## src/rtl/lldma_pkg.sv

```systemverilog
`timescale 1ns/1ps
package lldma_pkg;

    // Engine states
    typedef enum logic [3:0] {
        ST_IDLE,
        ST_FETCH_REQ,
        ST_FETCH_RSP,
        ST_RD_REQ,
        ST_RD_RSP,
        ST_WR_REQ,
        ST_WR_RSP,
        ST_WB_REQ,
        ST_WB_RSP
    } state_t;

    // Register word indices
    localparam logic [3:0] RI_GCFG = 4'd0;
    localparam logic [3:0] RI_CHEN = 4'd1;
    localparam logic [3:0] RI_DST  = 4'd2;
    localparam logic [3:0] RI_NXT  = 4'd3;
    localparam logic [3:0] RI_MASK = 4'd4;
    localparam logic [3:0] RI_SRC  = 4'd5;
    localparam logic [3:0] RI_CTL  = 4'd6;
    localparam logic [3:0] RI_RAW  = 4'd7;
    localparam logic [3:0] RI_STAT = 4'd8;
    localparam logic [3:0] RI_CLR  = 4'd9;

    // Status bit positions
    localparam int SB_TFR = 0;
    localparam int SB_BLK = 1;
    localparam int SB_ERR = 2;
    localparam int SB_N   = 3;

    // Address modes
    localparam logic [1:0] AM_INC = 2'd0;
    localparam logic [1:0] AM_DEC = 2'd1;

endpackage

```

## src/rtl/lldma_step.sv

```systemverilog
`timescale 1ns/1ps
module lldma_step
    import lldma_pkg::*;
#(
    parameter int AW    = 32,
    parameter int STEP  = 4
) (
    input  logic [AW-1:0] addr_i,
    input  logic [1:0]    mode_i,
    output logic [AW-1:0] addr_o
);
    localparam logic [AW-1:0] STEP_V = AW'(STEP);

    always_comb begin
        unique case (mode_i)
            AM_INC:  addr_o = addr_i + STEP_V;
            AM_DEC:  addr_o = addr_i - STEP_V;
            default: addr_o = addr_i;
        endcase
    end
endmodule

```

## src/rtl/lldma_engine.sv

```systemverilog
`timescale 1ns/1ps
module lldma_engine
    import lldma_pkg::*;
#(
    parameter int AW    = 32,
    parameter int DW    = 32,
    parameter int LEN_W = 8
) (
    input  logic          clk,
    input  logic          rst_n,
    input  logic          start_i,
    input  logic          sw_dst_we_i,
    input  logic          sw_nxt_we_i,
    input  logic [AW-1:0] sw_wdata_i,
    output logic          busy_o,
    output logic [AW-1:0] src_o,
    output logic [AW-1:0] dst_o,
    output logic [AW-1:0] nxt_o,
    output logic [DW-1:0] ctl_o,
    output logic          blk_done_o,
    output logic          xfer_done_o,
    output logic          err_o,
    output logic          m_req_valid,
    input  logic          m_req_ready,
    output logic          m_req_we,
    output logic [AW-1:0] m_req_addr,
    output logic [DW-1:0] m_req_wdata,
    input  logic          m_rsp_valid,
    input  logic [DW-1:0] m_rsp_data,
    input  logic          m_rsp_err
);
    localparam int              WSTEP     = DW / 8;
    localparam int              SM_LSB    = LEN_W;
    localparam int              DM_LSB    = LEN_W + 2;
    localparam int              DONE_BIT  = DW - 1;
    localparam int              ITEM_WRDS = 4;
    localparam int              IDX_W     = $clog2(ITEM_WRDS);
    localparam logic [IDX_W-1:0] IDX_SRC  = IDX_W'(0);
    localparam logic [IDX_W-1:0] IDX_NXT  = IDX_W'(2);
    localparam logic [IDX_W-1:0] IDX_CTL  = IDX_W'(ITEM_WRDS - 1);
    localparam logic [AW-1:0]   CTL_OFS   = AW'((ITEM_WRDS - 1) * WSTEP);
    localparam logic [DW-1:0]   DONE_MASK = DW'(1) << DONE_BIT;
    localparam logic [LEN_W-1:0] LEN_ONE  = LEN_W'(1);

    state_t            state_q, state_d;
    logic [IDX_W-1:0]  idx_q;
    logic [LEN_W-1:0]  remain_q;
    logic [AW-1:0]     item_q, src_q, dst_q, nxt_q;
    logic [DW-1:0]     ctl_q, data_q;
    logic [AW-1:0]     src_next, dst_next;
    logic              rsp_ok, rsp_bad, in_rsp;

    assign rsp_ok  = m_rsp_valid && !m_rsp_err;
    assign rsp_bad = m_rsp_valid &&  m_rsp_err;
    assign in_rsp  = (state_q == ST_FETCH_RSP) || (state_q == ST_RD_RSP) ||
                     (state_q == ST_WR_RSP)    || (state_q == ST_WB_RSP);

    lldma_step #(.AW(AW), .STEP(WSTEP)) u_src_step (
        .addr_i (src_q),
        .mode_i (ctl_q[SM_LSB +: 2]),
        .addr_o (src_next)
    );

    lldma_step #(.AW(AW), .STEP(WSTEP)) u_dst_step (
        .addr_i (dst_q),
        .mode_i (ctl_q[DM_LSB +: 2]),
        .addr_o (dst_next)
    );

    // State register
    always_ff @(posedge clk) begin
        if (!rst_n) state_q <= ST_IDLE;
        else        state_q <= state_d;
    end

    // Next-state logic
    always_comb begin
        state_d = state_q;
        unique case (state_q)
            ST_IDLE:      if (start_i) state_d = ST_FETCH_REQ;
            ST_FETCH_REQ: if (m_req_ready) state_d = ST_FETCH_RSP;
            ST_FETCH_RSP: begin
                if (rsp_bad) state_d = ST_IDLE;
                else if (rsp_ok) begin
                    if (idx_q != IDX_CTL) state_d = ST_FETCH_REQ;
                    else if (m_rsp_data[LEN_W-1:0] == '0) state_d = ST_WB_REQ;
                    else state_d = ST_RD_REQ;
                end
            end
            ST_RD_REQ:    if (m_req_ready) state_d = ST_RD_RSP;
            ST_RD_RSP: begin
                if (rsp_bad) state_d = ST_IDLE;
                else if (rsp_ok) state_d = ST_WR_REQ;
            end
            ST_WR_REQ:    if (m_req_ready) state_d = ST_WR_RSP;
            ST_WR_RSP: begin
                if (rsp_bad) state_d = ST_IDLE;
                else if (rsp_ok) state_d = (remain_q == LEN_ONE) ? ST_WB_REQ : ST_RD_REQ;
            end
            ST_WB_REQ:    if (m_req_ready) state_d = ST_WB_RSP;
            ST_WB_RSP: begin
                if (rsp_bad) state_d = ST_IDLE;
                else if (rsp_ok) state_d = (nxt_q == '0) ? ST_IDLE : ST_FETCH_REQ;
            end
            default:      state_d = ST_IDLE;
        endcase
    end

    // Channel working registers
    always_ff @(posedge clk) begin
        if (!rst_n) begin
            idx_q    <= '0;
            remain_q <= '0;
            item_q   <= '0;
            src_q    <= '0;
            dst_q    <= '0;
            nxt_q    <= '0;
            ctl_q    <= '0;
            data_q   <= '0;
        end else begin
            unique case (state_q)
                ST_IDLE: begin
                    if (sw_dst_we_i) dst_q <= sw_wdata_i;
                    if (sw_nxt_we_i) nxt_q <= sw_wdata_i;
                    if (start_i) begin
                        item_q <= nxt_q;
                        idx_q  <= '0;
                    end
                end
                ST_FETCH_RSP: begin
                    if (rsp_ok) begin
                        idx_q <= idx_q + IDX_W'(1);
                        if (idx_q == IDX_SRC) src_q <= AW'(m_rsp_data);
                        if (idx_q == IDX_NXT) nxt_q <= AW'(m_rsp_data);
                        if (idx_q == IDX_CTL) begin
                            ctl_q    <= m_rsp_data;
                            remain_q <= m_rsp_data[LEN_W-1:0];
                        end
                    end
                end
                ST_RD_RSP: if (rsp_ok) data_q <= m_rsp_data;
                ST_WR_RSP: begin
                    if (rsp_ok) begin
                        src_q    <= src_next;
                        dst_q    <= dst_next;
                        remain_q <= remain_q - LEN_ONE;
                    end
                end
                ST_WB_RSP: begin
                    if (rsp_ok) begin
                        ctl_q  <= ctl_q | DONE_MASK;
                        item_q <= nxt_q;
                        idx_q  <= '0;
                    end
                end
                default: ;
            endcase
        end
    end

    // Outputs
    always_comb begin
        m_req_valid = 1'b0;
        m_req_we    = 1'b0;
        m_req_addr  = '0;
        m_req_wdata = '0;
        unique case (state_q)
            ST_FETCH_REQ: begin
                m_req_valid = 1'b1;
                m_req_addr  = item_q + (AW'(idx_q) * AW'(WSTEP));
            end
            ST_RD_REQ: begin
                m_req_valid = 1'b1;
                m_req_addr  = src_q;
            end
            ST_WR_REQ: begin
                m_req_valid = 1'b1;
                m_req_we    = 1'b1;
                m_req_addr  = dst_q;
                m_req_wdata = data_q;
            end
            ST_WB_REQ: begin
                m_req_valid = 1'b1;
                m_req_we    = 1'b1;
                m_req_addr  = item_q + CTL_OFS;
                m_req_wdata = ctl_q | DONE_MASK;
            end
            default: ;
        endcase
    end

    assign busy_o      = (state_q != ST_IDLE);
    assign src_o       = src_q;
    assign dst_o       = dst_q;
    assign nxt_o       = nxt_q;
    assign ctl_o       = ctl_q;
    assign blk_done_o  = (state_q == ST_WB_RSP) && rsp_ok;
    assign xfer_done_o = blk_done_o && (nxt_q == '0);
    assign err_o       = in_rsp && rsp_bad;

    // a pending request holds its address and direction until accepted
    a_r5_req_held: assert property (@(posedge clk) disable iff (!rst_n)
        (m_req_valid && !m_req_ready) |=> (m_req_valid && $stable(m_req_addr) && $stable(m_req_we)));

    // absorbing an item word never moves the destination address
    a_r4_dst_kept_on_fetch: assert property (@(posedge clk) disable iff (!rst_n)
        (state_q == ST_FETCH_RSP) |=> $stable(dst_q));

    // the last block returns the engine to idle
    a_r8_idle_after_last: assert property (@(posedge clk) disable iff (!rst_n)
        xfer_done_o |=> (state_q == ST_IDLE));

    // an error response stops the chain
    a_r9_stop_on_error: assert property (@(posedge clk) disable iff (!rst_n)
        err_o |=> (!m_req_valid && (state_q == ST_IDLE)));

    // the idle engine stays idle without a start
    a_r2_no_self_start: assert property (@(posedge clk) disable iff (!rst_n)
        ((state_q == ST_IDLE) && !start_i) |=> (state_q == ST_IDLE));

endmodule

```

## src/rtl/lldma_regs.sv

```systemverilog
`timescale 1ns/1ps
module lldma_regs
    import lldma_pkg::*;
#(
    parameter int AW     = 32,
    parameter int DW     = 32,
    parameter int RIDX_W = 4
) (
    input  logic              clk,
    input  logic              rst_n,
    input  logic              reg_we,
    input  logic [RIDX_W-1:0] reg_addr,
    input  logic [DW-1:0]     reg_wdata,
    output logic [DW-1:0]     reg_rdata,
    input  logic              busy_i,
    input  logic [AW-1:0]     src_i,
    input  logic [AW-1:0]     dst_i,
    input  logic [AW-1:0]     nxt_i,
    input  logic [DW-1:0]     ctl_i,
    input  logic              blk_i,
    input  logic              xfer_i,
    input  logic              err_i,
    output logic              start_o,
    output logic              sw_dst_we_o,
    output logic              sw_nxt_we_o,
    output logic              irq_blk_o,
    output logic              irq_tfr_o
);
    logic            gcfg_q;
    logic [SB_N-1:0] mask_q, raw_q, set_bits, clr_bits, stat;

    function automatic logic hit(input logic [RIDX_W-1:0] a, input logic [3:0] ri);
        return reg_we && (a == RIDX_W'(ri));
    endfunction

    assign start_o     = hit(reg_addr, RI_CHEN) && reg_wdata[0] && gcfg_q && !busy_i;
    assign sw_dst_we_o = hit(reg_addr, RI_DST) && !busy_i;
    assign sw_nxt_we_o = hit(reg_addr, RI_NXT) && !busy_i;

    always_comb begin
        set_bits         = '0;
        set_bits[SB_TFR] = xfer_i;
        set_bits[SB_BLK] = blk_i;
        set_bits[SB_ERR] = err_i;
        clr_bits = hit(reg_addr, RI_CLR) ? reg_wdata[SB_N-1:0] : '0;
    end

    always_ff @(posedge clk) begin
        if (!rst_n) begin
            gcfg_q <= 1'b0;
            mask_q <= '0;
            raw_q  <= '0;
        end else begin
            if (hit(reg_addr, RI_GCFG)) gcfg_q <= reg_wdata[0];
            if (hit(reg_addr, RI_MASK)) mask_q <= reg_wdata[SB_N-1:0];
            raw_q <= (raw_q & ~clr_bits) | set_bits;
        end
    end

    assign stat      = raw_q & mask_q;
    assign irq_tfr_o = stat[SB_TFR];
    assign irq_blk_o = stat[SB_BLK];

    always_comb begin
        unique case (reg_addr)
            RIDX_W'(RI_GCFG): reg_rdata = DW'(gcfg_q);
            RIDX_W'(RI_CHEN): reg_rdata = DW'(busy_i);
            RIDX_W'(RI_DST):  reg_rdata = DW'(dst_i);
            RIDX_W'(RI_NXT):  reg_rdata = DW'(nxt_i);
            RIDX_W'(RI_MASK): reg_rdata = DW'(mask_q);
            RIDX_W'(RI_SRC):  reg_rdata = DW'(src_i);
            RIDX_W'(RI_CTL):  reg_rdata = ctl_i;
            RIDX_W'(RI_RAW):  reg_rdata = DW'(raw_q);
            RIDX_W'(RI_STAT): reg_rdata = DW'(stat);
            default:          reg_rdata = '0;
        endcase
    end

    // a clear with no simultaneous event leaves the block bit low
    a_r10_clear_blk: assert property (@(posedge clk) disable iff (!rst_n)
        (hit(reg_addr, RI_CLR) && reg_wdata[SB_BLK] && !blk_i) |=> !raw_q[SB_BLK]);

    // transfer completion is recorded in raw status
    a_r8_tfr_recorded: assert property (@(posedge clk) disable iff (!rst_n)
        xfer_i |=> raw_q[SB_TFR]);

    // no start is produced while global enable is off
    a_r2_start_gated: assert property (@(posedge clk) disable iff (!rst_n)
        (!gcfg_q && !busy_i) |=> !busy_i);

endmodule

```

## src/rtl/lldma_channel.sv

```systemverilog
`timescale 1ns/1ps
module lldma_channel
    import lldma_pkg::*;
#(
    parameter int AW     = 32,
    parameter int DW     = 32,
    parameter int LEN_W  = 8,
    parameter int RIDX_W = 4
) (
    input  logic              clk,
    input  logic              rst_n,
    input  logic              reg_we,
    input  logic [RIDX_W-1:0] reg_addr,
    input  logic [DW-1:0]     reg_wdata,
    output logic [DW-1:0]     reg_rdata,
    output logic              m_req_valid,
    input  logic              m_req_ready,
    output logic              m_req_we,
    output logic [AW-1:0]     m_req_addr,
    output logic [DW-1:0]     m_req_wdata,
    input  logic              m_rsp_valid,
    input  logic [DW-1:0]     m_rsp_data,
    input  logic              m_rsp_err,
    output logic              irq_blk,
    output logic              irq_tfr
);
    logic          start, sw_dst_we, sw_nxt_we, busy, blk_done, xfer_done, err;
    logic [AW-1:0] src_v, dst_v, nxt_v;
    logic [DW-1:0] ctl_v;

    lldma_regs #(.AW(AW), .DW(DW), .RIDX_W(RIDX_W)) u_regs (
        .clk         (clk),
        .rst_n       (rst_n),
        .reg_we      (reg_we),
        .reg_addr    (reg_addr),
        .reg_wdata   (reg_wdata),
        .reg_rdata   (reg_rdata),
        .busy_i      (busy),
        .src_i       (src_v),
        .dst_i       (dst_v),
        .nxt_i       (nxt_v),
        .ctl_i       (ctl_v),
        .blk_i       (blk_done),
        .xfer_i      (xfer_done),
        .err_i       (err),
        .start_o     (start),
        .sw_dst_we_o (sw_dst_we),
        .sw_nxt_we_o (sw_nxt_we),
        .irq_blk_o   (irq_blk),
        .irq_tfr_o   (irq_tfr)
    );

    lldma_engine #(.AW(AW), .DW(DW), .LEN_W(LEN_W)) u_engine (
        .clk         (clk),
        .rst_n       (rst_n),
        .start_i     (start),
        .sw_dst_we_i (sw_dst_we),
        .sw_nxt_we_i (sw_nxt_we),
        .sw_wdata_i  (AW'(reg_wdata)),
        .busy_o      (busy),
        .src_o       (src_v),
        .dst_o       (dst_v),
        .nxt_o       (nxt_v),
        .ctl_o       (ctl_v),
        .blk_done_o  (blk_done),
        .xfer_done_o (xfer_done),
        .err_o       (err),
        .m_req_valid (m_req_valid),
        .m_req_ready (m_req_ready),
        .m_req_we    (m_req_we),
        .m_req_addr  (m_req_addr),
        .m_req_wdata (m_req_wdata),
        .m_rsp_valid (m_rsp_valid),
        .m_rsp_data  (m_rsp_data),
        .m_rsp_err   (m_rsp_err)
    );
endmodule

```

## config.mk

```make
export PLATFORM = sky130hd
export DESIGN_NAME = lldma_channel
export DESIGN_NICKNAME = d
export VERILOG_FILES = /design/src/rtl/lldma_pkg.sv /design/src/rtl/lldma_step.sv /design/src/rtl/lldma_engine.sv /design/src/rtl/lldma_regs.sv /design/src/rtl/lldma_channel.sv
export SDC_FILE = /design/constraint.sdc
export NUM_CORES = 1
export LEC_CHECK = 0
export ABC_CLOCK_PERIOD_IN_PS = 10700
export BUFFER_PORTS_ARGS = -buffer_cell sky130_fd_sc_hd__clkbuf_2
export CORE_MARGIN = 1
export CORE_UTILIZATION = 50
export CTS_CLUSTER_DIAMETER = 200
export CTS_CLUSTER_SIZE = 28
export DETAILED_ROUTE_END_ITERATION = 8
export GPL_TIMING_DRIVEN = 0
export PLACE_DENSITY = 0.81
export SYNTH_ARGS = -nofsm -noshare
export SYNTH_HDL_FRONTEND = slang
export SYNTH_SLANG_ARGS = --single-unit
```

## constraint.sdc

```tcl
create_clock -name clk -period 10.7 [get_ports clk]
set_clock_uncertainty 0.1 [all_clocks]
set_input_delay 1.07 -clock clk [delete_from_list [all_inputs] [get_ports clk]]
set_output_delay 1.07 -clock clk [all_outputs]
set_load 0.05 [all_outputs]
```

==> results.sh <==
export IMPL_tritoncts="done"
export IMPL_nets=2403
export IMPL_via_per_inst=6.65
export IMPL_synth_ff_type="dfxtp_1"
export IMPL_setup_ws_ns=3.81
export IMPL_wl_microns=71600
export IMPL_grt_overflow_total=0
export IMPL_final_max_slew_viol_count=0
export IMPL_clk_latency_ns=0.50
export IMPL_cts_hold_buffers=0
export IMPL_slew_headroom=0.0489
export IMPL_vias=17592
export IMPL_path_class="flip-flop to output port"
export IMPL_cellPowerDensity_nw_per_um2=84.6
export IMPL_die_h_microns=175
export IMPL_synth_edf_count=0
export IMPL_setup_viol=0
export IMPL_multi_input_area_sq_um=9930
export IMPL_first_pass_iters=8
export IMPL_numCtsBuffers=11
export IMPL_core_sq_um=29100
export IMPL_avgSynthCellArea_sq_um=7.19
export IMPL_diodes=0
export IMPL_cts_resized=0
export IMPL_synth_area_sq_um=15000
export IMPL_h_tree_depth=1
export IMPL_dp_hpwl_microns=57000
export IMPL_reg2reg_slack_ns=5.70
export IMPL_final_cell_area_sq_um=16600
export IMPL_tns_ns=0
export IMPL_synth_seq_cells=213
export IMPL_root_buffer="clkbuf_16"
export IMPL_hold_viol=0
export IMPL_rsz0062_at_grt="no"
export IMPL_p_leak_nw=6.37
export IMPL_cts_max_path_buffers=3
export IMPL_end_kind="output port"
export IMPL_yosysSeqAreaShare=0.285
export IMPL_gp_congestion=1.02
export IMPL_worst_setup_path_start_kind="flip-flop"
export IMPL_wire_per_inst_microns=27.0
export IMPL_netlist_instances=2082
export IMPL_synthArstFlopShare=0
export IMPL_worstPathArrival_ns=5.72
export IMPL_grt_antenna_before_repair=3
export IMPL_synth_nets=2222
export IMPL_yosys_warnings=0
export IMPL_period_share=0.644
export IMPL_grt_max_degree=30
export IMPL_fin_crit_ns=6.89
export IMPL_max_clock_freq_mhz=145
export IMPL_num_fill_cells=2923
export IMPL_status="completed"
export IMPL_drv_cap=0
export IMPL_port_buffers=168
export IMPL_hp_class="flip-flop to flip-flop"
export IMPL_rows=62
export IMPL_clkTransAtPathRegs_ns=0.12
export IMPL_peakVddDrop_mv=0.0837
export IMPL_grt_pass1_vias=15949
export IMPL_yosysUniqueCellTypes=89
export IMPL_grt_pass1_wl_microns=102000
export IMPL_dieArea_sq_um=30600
export IMPL_drc=0
export IMPL_crit_path_max_fanout=10
export IMPL_dp_slack_ns=4.58
export IMPL_postRouteAntennaNets=0
export IMPL_post_cts_buffers=0
export IMPL_grt_use_total=0.452
export IMPL_place_area_sq_um=16300
export IMPL_cp_required_ns=9.53
export IMPL_start_util=0.515
export IMPL_boundaryPins=174
export IMPL_stdcell_count=2646
export IMPL_area_growth_pct=10.8
export IMPL_seq_area_sq_um=4260
export IMPL_fp_dieW_microns=175
export IMPL_tightest_slew_ns=1.42
export IMPL_layout_drive_gt1_share=0.114
export IMPL_dr_first_iter_drc_count=2617
export IMPL_placed_cells=2634
export IMPL_clock_sinks=213
[report_power, final]
group	internal (W)	switching (W)	leakage (nW)
sequential	0.000798	0.00000951	1.72
combinational	0.0000269	0.0000845	4.51
clock	0.000191	0.000293	0.142
total	0.00102	0.000387	6.37
[path summary, 6_finish.rpt]
path | from | to | cells past startpoint
worst min-delay path | u_engine.data_q[24] | u_engine.data_q[24] | 2
worst min register to register | u_engine.data_q[24] | u_engine.data_q[24] | 2
worst max-delay path | u_engine.state_q[2] | m_req_addr[30] | 16
worst max register to register | u_engine.ctl_o[9] | u_engine.src_o[31] | 11
[through the flow]
stage,util,total power [W],hold slack [ns]
2_1_floorplan,-,0.000865,0.336
3_3_place_gp,0.560,0.000928,0.340
3_5_place_dp,0.560,0.000928,0.346
4_1_cts,0.570,0.00138,0.361
5_1_grt,0.570,0.00142,0.380
6_report,0.570,0.00140,0.364
[worst max-delay path, cell delays in order (launching register included)]
cell and delay, ns:
dfxtp_1 0.41, buf_2 0.33, clkbuf_1 0.52, nand2_1 0.56, o21ai_0 0.34, ha_1 0.25, inv_1 0.07, fa_1 0.42
nand3b_1 0.21, nor2_1 0.29, nand3_1 0.38, or3b_1 0.52, nor2_2 0.19, nand4_1 0.13, xor2_1 0.24, o22ai_2 0.09
clkbuf_2 0.26
[cell type report]
type	instances	area share
clock buffers	11	0.0166
inverters	39	0.00883
well taps	384	0.0290
multi-input cells	1676	0.599
repair buffers	168	0.0507
flip-flops and latches	213	0.257
plain buffers	154	0.0380
clock inverters	1	0.000981
[cells in the final DEF (no fill, tap or decap), types with 6 or more instances in the layout]
cell	n
nand2_1	394
buf_1	10
nor3_1	29
mux2i_1	53
clkbuf_16	11
o22ai_1	15
mux2_2	8
o21ai_1	6
a221oi_1	9
dfxtp_1	213
xnor2_1	44
o211ai_1	23
nand2b_1	12
nand4_1	20
a21oi_1	232
ha_1	63
nor4_1	13
inv_1	36
and3_1	21
buf_2	35
or3_1	15
and2_1	11
clkbuf_1	108
a22oi_1	74
o21bai_1	13
a311oi_1	43
clkbuf_2	168
a31oi_1	27
xor2_1	23
o21ai_0	70
o21a_1	11
a211oi_1	24
nor2b_1	20
a21o_1	42
nor2_1	209
nand3_1	72
[sequential cells by signal (all words and copies together), names as in the netlist, 2 cells and up]
signal and cells:
u_regs.mask_q 3, u_regs.raw_q 3, u_engine.data_q 32, u_engine.src_o 32
u_engine.item_q 32, u_engine.remain_q 8, u_engine.nxt_o 32, u_engine.ctl_o 32
u_engine.state_q 4, u_engine.idx_q 2, u_engine.dst_o 32
[routing by layer]
layer,GRT usage,up-vias,share of wire
met5,0,-,0.00020
met4,0.247,2,0.063
met3,0.119,249,0.15
met2,0.671,1401,0.42
met1,0.593,8118,0.37
li1,-,7822,-
[cells by family (layout without fill, tap and decap cells)]
kind of cell    after synthesis  in the layout  synth area share
compound gates              633            633             0.275
xor+xnor                     67             67            0.0392
fa+ha+maj                    66             66            0.0567
buf+inv                     193            373            0.0518
flops                       213            213             0.285
mux                          61             61            0.0415
simple gates                849            849             0.251
[synth_stat cells, types with 3 or more instances]
master	number	area [sq um]
o21ai_0	70	350
o21bai_1	13	97.6
mux2i_1	53	531
nor3_1	29	145
a21o_1	42	315
nor4_1	13	81.3
nor2_1	209	785
and2_1	11	68.8
a221oi_1	9	78.8
o211ai_1	23	173
a22oi_1	74	556
xnor2_1	44	385
o22ai_1	15	93.8
a21oi_1	232	1160
a31oi_1	27	169
a311oi_1	43	377
buf_2	35	175
nand3b_1	4	30.0
o31ai_1	4	30.0
nor2b_1	20	125
or3_1	15	93.8
mux2_2	8	90.1
ha_1	63	788
o21a_1	11	82.6
inv_1	36	135
nand2_1	394	1480
and3_1	21	131
or2_2	3	18.8
a222oi_1	3	30.0
nand2b_1	12	75.1
o21ai_1	6	30.0
nand3_2	3	30.0
dfxtp_1	213	4260
o221a_2	3	33.8
fa_1	3	60.1
xor2_1	23	201
nand4_1	20	125
nand3_1	72	360
clkbuf_1	108	405
a211oi_1	24	180
buf_1	10	37.5
Note: power is estimated with default switching activity, not from simulation.
